$ cat src/rtl/bmw_pkg.sv
package bmw_pkg;

    typedef enum logic [1:0] {
        SZ_BYTE = 2'd0,
        SZ_HALF = 2'd1,
        SZ_WORD = 2'd2,
        SZ_RSVD = 2'd3
    } acc_size_e;

    localparam int SLICE_BYTES  = 8;
    localparam int MODE_LVL_LSB = 2;
    localparam int MODE_MSK_LSB = 4;
    localparam int ST_ERR       = 1;
    localparam int ST_INT       = 2;
    localparam logic [7:0] ST_KEEP_MASK = 8'h60;
    localparam logic [7:0] ST_W1C_MASK  = 8'h06;

    typedef struct packed {
        logic        wr_cmd;
        logic        wr_stat;
        logic        wr_tim;
        logic        wr_prd;
        logic [31:0] wdata;
    } chan_wr_t;

    function automatic logic [31:0] ones_for_size(input logic [1:0] sz);
        case (sz)
            SZ_BYTE: ones_for_size = 32'h0000_00FF;
            SZ_HALF: ones_for_size = 32'h0000_FFFF;
            default: ones_for_size = 32'hFFFF_FFFF;
        endcase
    endfunction

    function automatic logic [7:1] status_next(
        input logic [7:0] cur,
        input logic       we,
        input logic [7:0] wd,
        input logic       err,
        input logic       intr
    );
        logic [7:0] s;
        s = cur;
        if (we)
            s = (wd & ST_KEEP_MASK) | (cur & ~wd & ST_W1C_MASK);
        if (err)
            s[ST_ERR] = 1'b1;
        if (intr)
            s[ST_INT] = 1'b1;
        status_next = s[7:1];
    endfunction

endpackage

$ cat src/rtl/bmw_chan.sv
module bmw_chan
    import bmw_pkg::*;
(
    input  logic        clk,
    input  logic        rst,
    input  chan_wr_t    wr,
    input  logic        eng_active,
    input  logic        err_set,
    input  logic        intr_set,
    output logic [7:0]  cmd_q,
    output logic [7:0]  stat_rd,
    output logic [7:0]  tim_q,
    output logic [31:0] prd_q
);

    logic [7:1] stat_hi_q;

    assign stat_rd = {stat_hi_q, eng_active};

    always_ff @(posedge clk) begin
        if (rst) begin
            cmd_q     <= '0;
            tim_q     <= '0;
            prd_q     <= '0;
            stat_hi_q <= '0;
        end else begin
            if (wr.wr_cmd)
                cmd_q <= wr.wdata[7:0];
            if (wr.wr_tim)
                tim_q <= wr.wdata[7:0];
            if (wr.wr_prd)
                prd_q <= {wr.wdata[31:2], 2'b00};
            stat_hi_q <= status_next(stat_rd, wr.wr_stat, wr.wdata[7:0],
                                     err_set, intr_set);
        end
    end

endmodule

$ cat src/rtl/bmw_mode.sv
module bmw_mode
    import bmw_pkg::*;
#(
    parameter int NUM_CH = 2
) (
    input  logic              clk,
    input  logic              rst,
    input  logic              mask_we,
    input  logic [NUM_CH-1:0] mask_wdata,
    input  logic [NUM_CH-1:0] ide_irq,
    output logic [7:0]        mode_byte,
    output logic [NUM_CH-1:0] lvl_out,
    output logic              irq_out
);

    logic [NUM_CH-1:0] lvl_q;
    logic [NUM_CH-1:0] mask_q;
    logic [NUM_CH-1:0] live;

    always_ff @(posedge clk) begin
        if (rst) begin
            lvl_q  <= '0;
            mask_q <= '0;
        end else begin
            lvl_q <= ide_irq;
            if (mask_we)
                mask_q <= mask_wdata;
        end
    end

    for (genvar g = 0; g < NUM_CH; g++) begin : g_live
        assign live[g] = lvl_q[g] & ~mask_q[g];
    end

    always_comb begin
        mode_byte = '0;
        mode_byte[MODE_LVL_LSB +: NUM_CH] = lvl_q;
        mode_byte[MODE_MSK_LSB +: NUM_CH] = mask_q;
    end

    assign lvl_out = lvl_q;
    assign irq_out = |live;

endmodule

$ cat src/rtl/bmdma_regwin.sv
module bmdma_regwin
    import bmw_pkg::*;
#(
    parameter int NUM_CH = 2,
    parameter int ADDR_W = $clog2(NUM_CH * SLICE_BYTES)
) (
    input  logic                 clk,
    input  logic                 rst,
    input  logic                 acc_valid,
    input  logic                 acc_write,
    input  logic [ADDR_W-1:0]    acc_addr,
    input  logic [1:0]           acc_size,
    input  logic [31:0]          acc_wdata,
    output logic [31:0]          acc_rdata,
    input  logic [NUM_CH-1:0]    eng_active,
    input  logic [NUM_CH-1:0]    eng_err_set,
    input  logic [NUM_CH-1:0]    eng_intr_set,
    input  logic [NUM_CH-1:0]    ide_irq,
    output logic [NUM_CH*8-1:0]  dma_cmd,
    output logic [NUM_CH*32-1:0] dma_prd_addr,
    output logic [NUM_CH*8-1:0]  timing_out,
    output logic [NUM_CH-1:0]    mirror_irq,
    output logic                 irq_out
);

    localparam int CH_W = ADDR_W - 3;

    logic [CH_W-1:0] ch_sel;
    logic [2:0]      off;
    logic            is_byte;
    logic            is_word;
    logic            ch_ok;
    logic            wr_go;

    logic [7:0]  cmd_a  [NUM_CH];
    logic [7:0]  stat_a [NUM_CH];
    logic [7:0]  tim_a  [NUM_CH];
    logic [31:0] prd_a  [NUM_CH];
    chan_wr_t    wr_a   [NUM_CH];

    logic [NUM_CH*8-1:0] stat_all;
    logic [7:0]          mode_byte;
    logic                mask_we;

    assign ch_sel  = acc_addr[ADDR_W-1:3];
    assign off     = acc_addr[2:0];
    assign is_byte = (acc_size == SZ_BYTE);
    assign is_word = (acc_size == SZ_WORD);
    assign ch_ok   = (int'(ch_sel) < NUM_CH);
    assign wr_go   = acc_valid & acc_write & ch_ok;
    assign mask_we = wr_go & is_byte & (off == 3'd1);

    for (genvar g = 0; g < NUM_CH; g++) begin : g_ch
        logic hit;
        assign hit = wr_go & (ch_sel == CH_W'(g));

        always_comb begin
            wr_a[g].wr_cmd  = hit & is_byte & (off == 3'd0);
            wr_a[g].wr_stat = hit & is_byte & (off == 3'd2);
            wr_a[g].wr_tim  = hit & is_byte & (off == 3'd3);
            wr_a[g].wr_prd  = hit & is_word & (off == 3'd4);
            wr_a[g].wdata   = acc_wdata;
        end

        bmw_chan u_chan (
            .clk        (clk),
            .rst        (rst),
            .wr         (wr_a[g]),
            .eng_active (eng_active[g]),
            .err_set    (eng_err_set[g]),
            .intr_set   (eng_intr_set[g]),
            .cmd_q      (cmd_a[g]),
            .stat_rd    (stat_a[g]),
            .tim_q      (tim_a[g]),
            .prd_q      (prd_a[g])
        );

        assign dma_cmd[g*8 +: 8]        = cmd_a[g];
        assign timing_out[g*8 +: 8]     = tim_a[g];
        assign dma_prd_addr[g*32 +: 32] = prd_a[g];
        assign stat_all[g*8 +: 8]       = stat_a[g];
    end

    bmw_mode #(.NUM_CH(NUM_CH)) u_mode (
        .clk        (clk),
        .rst        (rst),
        .mask_we    (mask_we),
        .mask_wdata (acc_wdata[MODE_MSK_LSB +: NUM_CH]),
        .ide_irq    (ide_irq),
        .mode_byte  (mode_byte),
        .lvl_out    (mirror_irq),
        .irq_out    (irq_out)
    );

    always_comb begin
        acc_rdata = ones_for_size(acc_size);
        if (ch_ok) begin
            if (!off[2]) begin
                if (is_byte) begin
                    case (off[1:0])
                        2'd0:    acc_rdata = {24'h0, cmd_a[ch_sel]};
                        2'd1:    acc_rdata = {24'h0, mode_byte};
                        2'd2:    acc_rdata = {24'h0, stat_a[ch_sel]};
                        default: acc_rdata = {24'h0, tim_a[ch_sel]};
                    endcase
                end
            end else if (is_word && off[1:0] == 2'd0) begin
                acc_rdata = prd_a[ch_sel];
            end
        end
    end

endmodule

$ cat config.mk
export PLATFORM = sky130hd
export DESIGN_NAME = bmdma_regwin
export DESIGN_NICKNAME = d
export VERILOG_FILES = /design/src/rtl/bmw_pkg.sv /design/src/rtl/bmw_chan.sv /design/src/rtl/bmw_mode.sv /design/src/rtl/bmdma_regwin.sv
export SDC_FILE = /design/constraint.sdc
export NUM_CORES = 1
export LEC_CHECK = 0
export CORE_MARGIN = 1.5
export CORE_UTILIZATION = 55
export DETAILED_ROUTE_END_ITERATION = 6
export DONT_BUFFER_PORTS = 1
export GPL_TIMING_DRIVEN = 0
export HOLD_SLACK_MARGIN = 0.15
export PLACE_DENSITY = 0.7
export SLEW_MARGIN = 20
export SYNTH_ARGS = -nofsm -noshare
export SYNTH_HDL_FRONTEND = slang
export SYNTH_HIERARCHICAL = 1
export SYNTH_SLANG_ARGS = --single-unit
$ cat constraint.sdc
create_clock -name clk -period 2.4 [get_ports clk]
set_clock_uncertainty 0.05 [all_clocks]
set_input_delay 0.36 -clock clk [delete_from_list [all_inputs] [get_ports clk]]
set_output_delay 0.36 -clock clk [all_outputs]
set_load 0.005 [all_outputs]
* Word-level counts from Yosys, hierarchy flattened
Cells that the tools add are included.
** Word-level totals
- Register bits :: 108
- Word-level logic and storage cells :: 83
- Output and inout port bits :: 131
** Cells by class
- Bitwise operators :: 28
- Magnitude comparators :: 1
- Reductions and logical operators :: 9
- Eq/ne operators :: 8
- Muxes and demuxes :: 23
** Operators with widths (number)
- two-way mux 32 bit :: 6
- two-way mux 8 bit :: 8
- one-hot mux 32 bit (2 select lines) :: 1
- one-hot mux 8 bit (3 select lines) :: 1
- bitwise AND 1 bit :: 19
- bitwise OR 7 x 3 -> 7 bit :: 2
- nonzero test 2 bit :: 4
- two-way mux 7 bit :: 1
- bitwise AND 3 bit :: 2
- equality test 3 x 2 -> 1 bit, second input constant :: 2
- two-way mux 3 bit :: 2
- equality test 2 x 1 -> 1 bit, second input constant :: 2
- equality test 2 bit, second input constant :: 2
- zero test 2 bit :: 2
- two-way mux 1 bit :: 4
- equality test 3 x 1 -> 1 bit, second input constant :: 1
- equality test 3 bit, second input constant :: 1
- zero test 3 bit :: 1
- inverter 1 bit :: 3
- inverter 3 bit :: 1
- >= comparator 2 bit, second input constant :: 1
- inverter 1 -> 2 bit :: 1
- OR reduction 2 bit :: 1
- logical AND 1 bit :: 1

* Depth between registers and ports, before layout
Gate-level depths: netlist of run 1.
- Word-level depth :: 7
- Gate-level depth with buffers :: 10
- Gate-level depth less buffers :: 5

* Cells and area by module
Netlist of run 1, hierarchy kept.
** Modules (own cells, without submodules)
- bmw_chan :: cells each 171, times used 2, seq. area each 1001.0 µm², area each 1869.3 µm²
- bmdma_regwin :: cells each 141, times used 1, seq. area each 0.0 µm², area each 1239.9 µm²
- bmw_mode :: cells each 20, times used 1, seq. area each 80.1 µm², area each 182.7 µm²

* Least setup slack after synthesis of run 1
OpenSTA, ideal clock, no wires.
- Kind :: input to register
- From :: input port acc_addr[3]
- To :: register g_ch[0].u_chan.cmd_q[6]
- Setup time :: 0.117 ns
- Data arrival time :: 1.669 ns
- Path slack :: 0.564 ns
- Buffers on the path :: 5
- Data required time :: 2.233 ns
- Cell stages on the path :: 9
- Path through :: buf_6 > buf_12 > buf_8 > buf_8 > nand4b_1 > nor3_1 > buf_4 > mux2i_1 > nor2_1
** RTL lines
- start, declared :: RTL line bmdma_regwin.sv:11 : input logic [ADDR_W-1:0] acc_addr,
- end signal, assigned :: RTL line bmw_chan.sv:28 : cmd_q <= wr.wdata[7:0];
- end, declared :: RTL line bmw_chan.sv:10 : output logic [7:0] cmd_q,

==> results of run 1 <==
cells by family (layout without fill, tap and decap cells):
kind of cell / count (synthesis) / after routing / synth area share
buffers and inverters: 66 / 121 / 0.1072
muxes: 146 / 146 / 0.3062
AOI/OAI and AO/OA: 53 / 53 / 0.07200
DFF: 104 / 104 / 0.4034
other: 3 / 14 / 0.002182
and+or+nand+nor: 131 / 131 / 0.1091
cells in the mapped netlist, drive strengths merged (8+ instances only):
cell,count,area share
mux2i,138,0.27
nand2b,9,0.011
nor2,109,0.079
a32oi,8,0.014
dfxtp,104,0.40
clkbuf,10,0.0073
o21ai,8,0.0078
a21oi,8,0.0078
buf,49,0.095
a21o,8,0.012
mux4,8,0.039
a21boi,16,0.023
per-layer routing:
layer / global-route usage / part of all wire / wire length (um) / up-vias
met1: 0.3427 / 0.42 / 5723 / 1899
met2: 0.4464 / 0.48 / 6620 / 136
met5: 0 / 0 / 0 / -
li1: - / - / - / 1829
met4: 0.06717 / 0.0091 / 125 / 0
met3: 0.09192 / 0.088 / 1203 / 10
flip-flops by register name (all words and copies together), names as in the netlist:
signal and cells:
g_ch.u_chan/prd_q 60, g_ch.u_chan/cmd_q 16, g_ch.u_chan/tim_q 16, g_ch.u_chan/stat_hi_q 8
u_mode/lvl_out 2, u_mode/mask_q 2
timing repair:
action / 4_1_cts / 5_1_grt
gates resized for setup: 0 / 1
endpoints found under the hold margin: 104 / 0
hold buffers: 40 / 0
endpoints found under the setup margin: 0 / 1
cell type report:
class,count,area share
multi-input combinational,344,0.4343
timing repair buffer,40,0.06767
tap,111,0.02347
sequential,104,0.3519
buffer,59,0.08903
clock buffer,11,0.02390
clock inverter,4,0.005287
inverter,7,0.004441
through the flow:
stage	hold WS [ns]	setup WS, ns	instances	area [um2]	power, W
6_report	0.2886	0.2529	680	5917	0.003054
5_1_grt	0.2789	0.1194	680	5917	0.003180
4_1_cts	0.2760	0.1641	680	5914	0.003080
3_5_place_dp	0.3853	0.2079	625	5341	0.002026
3_3_place_gp	0.3843	0.2208	625	5341	0.002023
2_1_floorplan	0.3816	0.5637	514	5202	0.001974
placed cells by master, fill, tap and decap left out:
cell type / n
a21oi_1: 8
nand2b_1: 9
a21o_1: 8
o21ai_0: 8
buf_8: 2
a311oi_1: 4
mux4_2: 3
nor2_2: 1
nor2_1: 108
nor3_1: 3
inv_1: 7
nand2_1: 1
buf_1: 1
nor4b_4: 1
buf_2: 6
buf_6: 10
clkinvlp_4: 3
o22ai_1: 1
clkinv_4: 1
and4_1: 1
conb_1: 14
nor2b_1: 3
buf_12: 7
mux4_1: 5
a21boi_0: 16
clkbuf_1: 11
mux2i_1: 138
nand4_1: 2
clkbuf_8: 10
and2_0: 1
dlygate4sd3_1: 40
dfxtp_1: 104
nand4b_1: 1
a32oi_1: 8
buf_4: 23
worst max-delay path, cell delays in order:
cell and delay [ns]:
clkbuf_1 0.19, nor3_1 0.27, buf_2 0.30, nand4_1 0.20, nor2_2 0.30, a311oi_1 0.14, dlygate4sd3_1 0.58
power by group through the flow:
stage	Sequential, W	Combinational [W]	Clock, W
floorplan	0.00178	0.000193	0
global placement	0.00178	0.000240	0
detailed placement	0.00178	0.000243	0
CTS	0.00174	0.000317	0.00102
global route	0.00174	0.000344	0.00109
finish	0.00174	0.000322	0.000989
worst max-delay path by stage:
stage	start	end	slack, ns	cells after the start
after floorplan	acc_addr[3]	g_ch[0].u_chan/cmd_q[6]	0.56	9
after global placement	acc_size[1]	g_ch[1].u_chan/stat_hi_q[5]	0.22	7
after detailed placement	acc_size[1]	g_ch[1].u_chan/stat_hi_q[5]	0.21	7
after CTS	acc_size[1]	g_ch[1].u_chan/stat_hi_q[1]	0.16	7
after global routing	acc_size[1]	g_ch[1].u_chan/stat_hi_q[2]	0.12	7
final	acc_size[1]	g_ch[1].u_chan/stat_hi_q[2]	0.25	7
==> Implementation_results.wiki, run 1 <==
{| class="wikitable"
! Metric !! Value
|-
| Most frequently used flop master after synthesis || dfxtp_1
|-
| Fraction of final layout cells with drive strength greater than 1 || 0.1178
|-
| Type of destination of the critical path || flop
|-
| Largest net degree at the start of global routing || 17
|-
| Clock latency reported for the late side of the worst-skew pair || 0.36 ns
|-
| Critical path startpoint category || input pin
|-
| HPWL reported at the end of detailed placement || between 9 and 10 mm
|-
| Count of port buffers added during placement || 0
|-
| Hold wc startpoint || rst
|-
| Arrival time reported for the critical path endpoint || 2.35 ns
|-
| Antenna violations before repair || 0
|-
| Clock tree from TritonCTS || done
|-
| IR drop worst, VDD || around 0.00031 V
|-
| Count of endpoints failing setup in the final report || 0
|-
| Sink of the worst hold path || g_ch[0].u_chan/cmd_q[0]
|-
| Crit Path Class || input pin to flop
|-
| Number of design-rule violations left by the first detailed-router iteration || 120
|-
| RSZ-0062 raised after global routing || no
|-
| Total wire length after detailed routing || 13.67 mm
|-
| Final layout net count || just over 600
|-
| Fraction of power consumed by sequential logic || 0.571
|-
| Floorplan Core Area || slightly above 0.009 mm2
|-
| Power density over the cells || between 500 and 600 mW/mm2
|-
| Maximum operating frequency || ~0.47 GHz
|-
| Initial Utilization || 0.5639
|-
| Setup_tns || 0 ns
|-
| Area of combinational cells with multiple inputs || around 0.0026 mm2
|-
| Combined global-route utilization of all metal layers || 0.2710
|-
| Via density || ~5.7
|-
| Clock group share of total power || 0.324
|-
| Startpoint of the lowest-slack register-to-register path || g_ch[1].u_chan/stat_hi_q[1]
|-
| Wire length per cell after detailed routing || 20.11 um
|-
| Worst-case clock buffer depth || 2
|-
| Fraction of power spent switching nets || 0.2500
|-
| Clock edge transition at the registers on the reported setup and hold paths || ~0.10 ns
|-
| Num CTS Buffers || 9
|-
| Vias || approximately 3,900
|-
| Global-route wire length before repair || between 20 and 25 mm
|-
| Count of maximum capacitance violations || 0
|-
| DRT Pass-1 Iters || 6
|-
| Type of the most critical hold path || input pin to flop
|-
| Run status || completed
|-
| Total of warnings raised by yosys || 6
|-
| Register-to-register setup slack || between 1 and 1.5 ns
|-
| Antenna fix cells || 0
|-
| Clock Tree Root || clkbuf_8
|-
| Cells after Synth || just over 500
|-
| Share of the yosys chip area belonging to registers || 0.4034
|-
| Peak fanout along the critical path || 10
|-
| Util after Layout || 0.6465
|-
| Number of ports placed on the die boundary || between 150 and 200
|-
| Count of filler cells inserted in the layout || 781
|-
| P_sw || approximately 0.00076 W
|-
| Cell internal power dissipation || around 0.0023 W
|-
| Async set-reset flop share out of synthesis || 0
|-
| Die extent in y || 99.87 um
|-
| Max-slew violation count || 0
|-
| Clock Sinks || 104
|-
| CP required || 2.60 ns
|-
| Number of flip-flops and latches in the synthesized netlist || roughly 100
|-
| Global route overflow || 0
|-
| Min Tclk post-route || between 2 and 2.5 ns
|-
| Worst Reg2Reg Path Length in Cells || 3
|-
| Post-detailed-route count of antenna-violating nets || 0
|-
| Post-Syn Area || slightly above 0.005 mm2
|-
| Row count || 35
|-
| Layout-stage area growth over the synthesis result || 14.64%
|-
| Die Width || ~100 um
|-
| Distinct cells, synth || 30
|-
| Mean area per synthesized cell || 10.26 um2
|-
| Via count of the first global-routing pass || between 3,000 and 4,000
|-
| Worst hold path depth || 3
|-
| # DRC || 0
|-
| Number of levels in the clock H-tree || 3
|-
| Slew @ Worst Pin || 0.6847 ns
|-
| Post-synth EDFFs || 0
|-
| Full die area || between 0.009 and 0.01 mm2
|-
| Share of power burned in combinational logic || 0.105
|-
| Max_slew headroom || 0.5418
|-
| Final hold viol count || 0
|-
| Leakage power || around 2.2 nW
|-
| Buffer count from post-CTS setup fixing || 0
|-
| Final Cycle Share || 0.8946
|-
| Reg-to-reg endpoint || g_ch[1].u_chan/stat_hi_q[1]
|-
| Global placer's final weighted congestion || between 0.8 and 0.9
|-
| Sequential standard cell area || roughly 0.0021 mm2
|}
Note: power is estimated with default switching activity, not from simulation.
==> run 2, diff against run 1 <==
--- a/config.mk
+++ b/config.mk
@@ -5,13 +5,15 @@
 export SDC_FILE = /design/constraint.sdc
 export NUM_CORES = 1
 export LEC_CHECK = 0
+export CELL_PAD_IN_SITES_DETAIL_PLACEMENT = 0
+export CELL_PAD_IN_SITES_GLOBAL_PLACEMENT = 2
 export CORE_MARGIN = 1.5
-export CORE_UTILIZATION = 55
+export CORE_UTILIZATION = 38
 export DETAILED_ROUTE_END_ITERATION = 6
 export DONT_BUFFER_PORTS = 1
 export GPL_TIMING_DRIVEN = 0
 export HOLD_SLACK_MARGIN = 0.15
-export PLACE_DENSITY = 0.7
+export PLACE_DENSITY_LB_ADDON = 0.1
 export SLEW_MARGIN = 20
 export SYNTH_ARGS = -nofsm -noshare
 export SYNTH_HDL_FRONTEND = slang
==> Implementation_results.wiki, run 2 (same netlist as run 1, synthesis figures left out) <==
{| class="wikitable"
! Metric !! Value
|-
| Run status || completed
|-
| Arrival time reported for the critical path endpoint || 2.52 ns (+0.17 ns)
|-
| Worst hold margin || 0.3064 ns (+0.01778 ns)
|-
| # DRC || 0 (unchanged)
|-
| Via count of the first global-routing pass || 3,964 (+4.1%)
|-
| Critical path startpoint category || input pin
|-
| Initial Utilization || 0.3897 (-0.1742)
|-
| Count of maximum capacitance violations || 0 (unchanged)
|-
| Global-route wire length before repair || 23.24 mm (+11%)
|-
| Clock latency reported for the late side of the worst-skew pair || 0.35 ns (about the same)
|-
| Layout-stage area growth over the synthesis result || 19.10%
|-
| Total non-filler cell area in the finished layout || 0.006147 mm2 (+3.9%)
|-
| RSZ-0062 raised after global routing || no
|-
| Area of combinational cells with multiple inputs || 0.002567 mm2 (about the same)
|-
| Post-detailed-route count of antenna-violating nets || 0 (unchanged)
|-
| Crit Path Class || input pin to flop
|-
| CP required || 2.59 ns (about the same)
|-
| Min Tclk post-route || 2.327 ns (+0.1797 ns)
|-
| Setup_tns || 0 ns (unchanged)
|-
| Commonest cells after routing, fill and taps aside || 138 x mux2i_1, 109 x nor2_1, 104 x dfxtp_1
|-
| Sequential standard cell area || 0.002082 mm2 (unchanged)
|-
| PostCTS Resize Cnt || 0 (unchanged)
|-
| Final Cycle Share || 0.9695 (+0.07489)
|-
| Post-placement cell area || 0.005423 mm2 (+1.5%)
|-
| Peak fanout along the critical path || 10 (unchanged)
|-
| Number of flip-flops in the largest register || 60 (unchanged)
|-
| IR drop worst, VDD || 0.0003790 V (+21%)
|-
| Clock edge transition at the registers on the reported setup and hold paths || 0.07 ns (-0.03 ns)
|-
| Clock tree from TritonCTS || done
|-
| Type of destination of the critical path || flop
|-
| Max_slew headroom || 0.5789 (+0.03700)
|-
| Number of levels in the clock H-tree || 3 (unchanged)
|-
| Largest net degree at the start of global routing || 17 (unchanged)
|-
| Antenna fix cells || 0 (unchanged)
|-
| CTS hold repair buffers || 40 (unchanged)
|-
| Floorplan Core Area || 0.01324 mm2 (+45%)
|-
| Count of filler cells inserted in the layout || 1,329 (+70%)
|-
| Die extent in y || 119.5 um (+20%)
|-
| Clock Tree Root || clkbuf_16
|-
| Clock Sinks || 104 (unchanged)
|-
| Vias || 3,810 (-1.7%)
|-
| Most flops, register || g_ch.u_chan/prd_q
|-
| Leakage power || 2.268 nW (+3.6%)
|-
| Antenna violations before repair || 0 (unchanged)
|-
| Via density || 5.107 (-10%)
|-
| Top Registers || g_ch.u_chan/prd_q: 60 flops, g_ch.u_chan/cmd_q: 16 flops, g_ch.u_chan/tim_q: 16 flops
|-
| Type of the most critical hold path || input pin to flop
|-
| Count of endpoints failing setup in the final report || 0 (unchanged)
|-
| Combined global-route utilization of all metal layers || 0.2168 (-0.05426)
|-
| Worst-case clock buffer depth || 2 (unchanged)
|-
| Final layout net count || 615 (unchanged)
|-
| Number of design-rule violations left by the first detailed-router iteration || 175 (+46%)
|-
| Slew @ Worst Pin || 0.6294 ns (-0.05530 ns)
|-
| Buffer count from post-CTS setup fixing || 0 (unchanged)
|-
| HPWL reported at the end of detailed placement || 10.94 mm (+13%)
|-
| Pre-CTS setup slack || 0.1198 ns (-0.08813 ns)
|-
| Count of port buffers added during placement || 0 (unchanged)
|-
| Full die area || 0.01429 mm2 (+43%)
|-
| Global placer's final weighted congestion || 0.7589 (-9.1%)
|-
| Global route overflow || 0 (unchanged)
|-
| Max-slew violation count || 0 (unchanged)
|-
| Fraction of final layout cells with drive strength greater than 1 || 0.1158 (-0.001961)
|-
| Row count || 42 (+20%)
|-
| Power density over the cells || 599.6 mW/mm2 (+16%)
|-
| Util after Layout || 0.4642 (-0.1823)
|-
| Wire length per cell after detailed routing || 20.42 um (+1.6%)
|-
| Die Width || 119.5 um (+20%)
|-
| Number of ports placed on the die boundary || 181 (unchanged)
|-
| Final hold viol count || 0 (unchanged)
|-
| Total wire length after detailed routing || 15.24 mm (+11%)
|-
| Maximum operating frequency || 0.4298 GHz (-7.7%)
|-
| PnR worst setup slack || 0.07316 ns (-0.1797 ns)
|-
| DRT Pass-1 Iters || 4 (-2)
|-
| Num CTS Buffers || 9 (unchanged)
|-
| Most common cell after layout, fill and taps aside || mux2i_1
|}
-- run 2: cell types whose count changed in the layout (fill, tap and decap cells not counted) --
cell / change
clkbuf_1: +1
nor2_2: -1
clkbuf_8: -9
bufinv_16: +2
clkbuf_16: +9
nor2_1: +1
clkinv_4: +1
clkinvlp_4: -3
-- run 2: path summary, 6_finish.rpt --
| kind | slack, ns | cells past startpoint | to | from |
|---|---|---|---|---|
| worst max-delay path | 0.07 | 8 | g_ch[0].u_chan/stat_hi_q[2] | acc_addr[3] |
| worst min-delay path | 0.31 | 3 | g_ch[1].u_chan/cmd_q[0] | rst |
| worst max register to register | 1.17 | 3 | g_ch[0].u_chan/stat_hi_q[1] | g_ch[0].u_chan/stat_hi_q[1] |
| worst min register to register | 0.46 | 2 | g_ch[1].u_chan/stat_hi_q[6] | g_ch[1].u_chan/stat_hi_q[6] |
-- run 2: cell type report --
type,count,area share
clock inverters,4,0.01262
multi-input cells,344,0.4177
clock buffers,12,0.04010
well taps,176,0.03582
repair buffers,40,0.06513
inverters,7,0.004274
flip-flops and latches,104,0.3387
plain buffers,59,0.08569
-- run 2: through the flow --
step | cells | total power [W]
floorplan | 514 | 0.001974
global placement | 690 | 0.002034
detailed placement | 690 | 0.002035
CTS | 746 | 0.003725
global route | 746 | 0.003815
finish | 746 | 0.003686
-- run 2: routing by layer --
metal / track usage / vias up / wire length, um
li1: - / 1834 / -
met1: 0.2866 / 1849 / 6947
met2: 0.3380 / 113 / 6927
met3: 0.06464 / 14 / 1115
met4: 0.07440 / 0 / 244
met5: 0 / - / 0
-- run 2: report_power, final --
| part | internal, W | switching, W | total, W |
|---|---|---|---|
| logic | 0.000153 | 0.000176 | 0.000329 |
| clock network | 0.000948 | 0.000666 | 0.00161 |
| registers | 0.00173 | 0.00000830 | 0.00174 |
-- run 2: critical path: stages --
cell and delay, ns:
buf_6 0.13, buf_12 0.16, buf_8 0.16, buf_8 0.16, nand4b_1 0.25, nor2_1 0.53
a311oi_1 0.17, dlygate4sd3_1 0.59
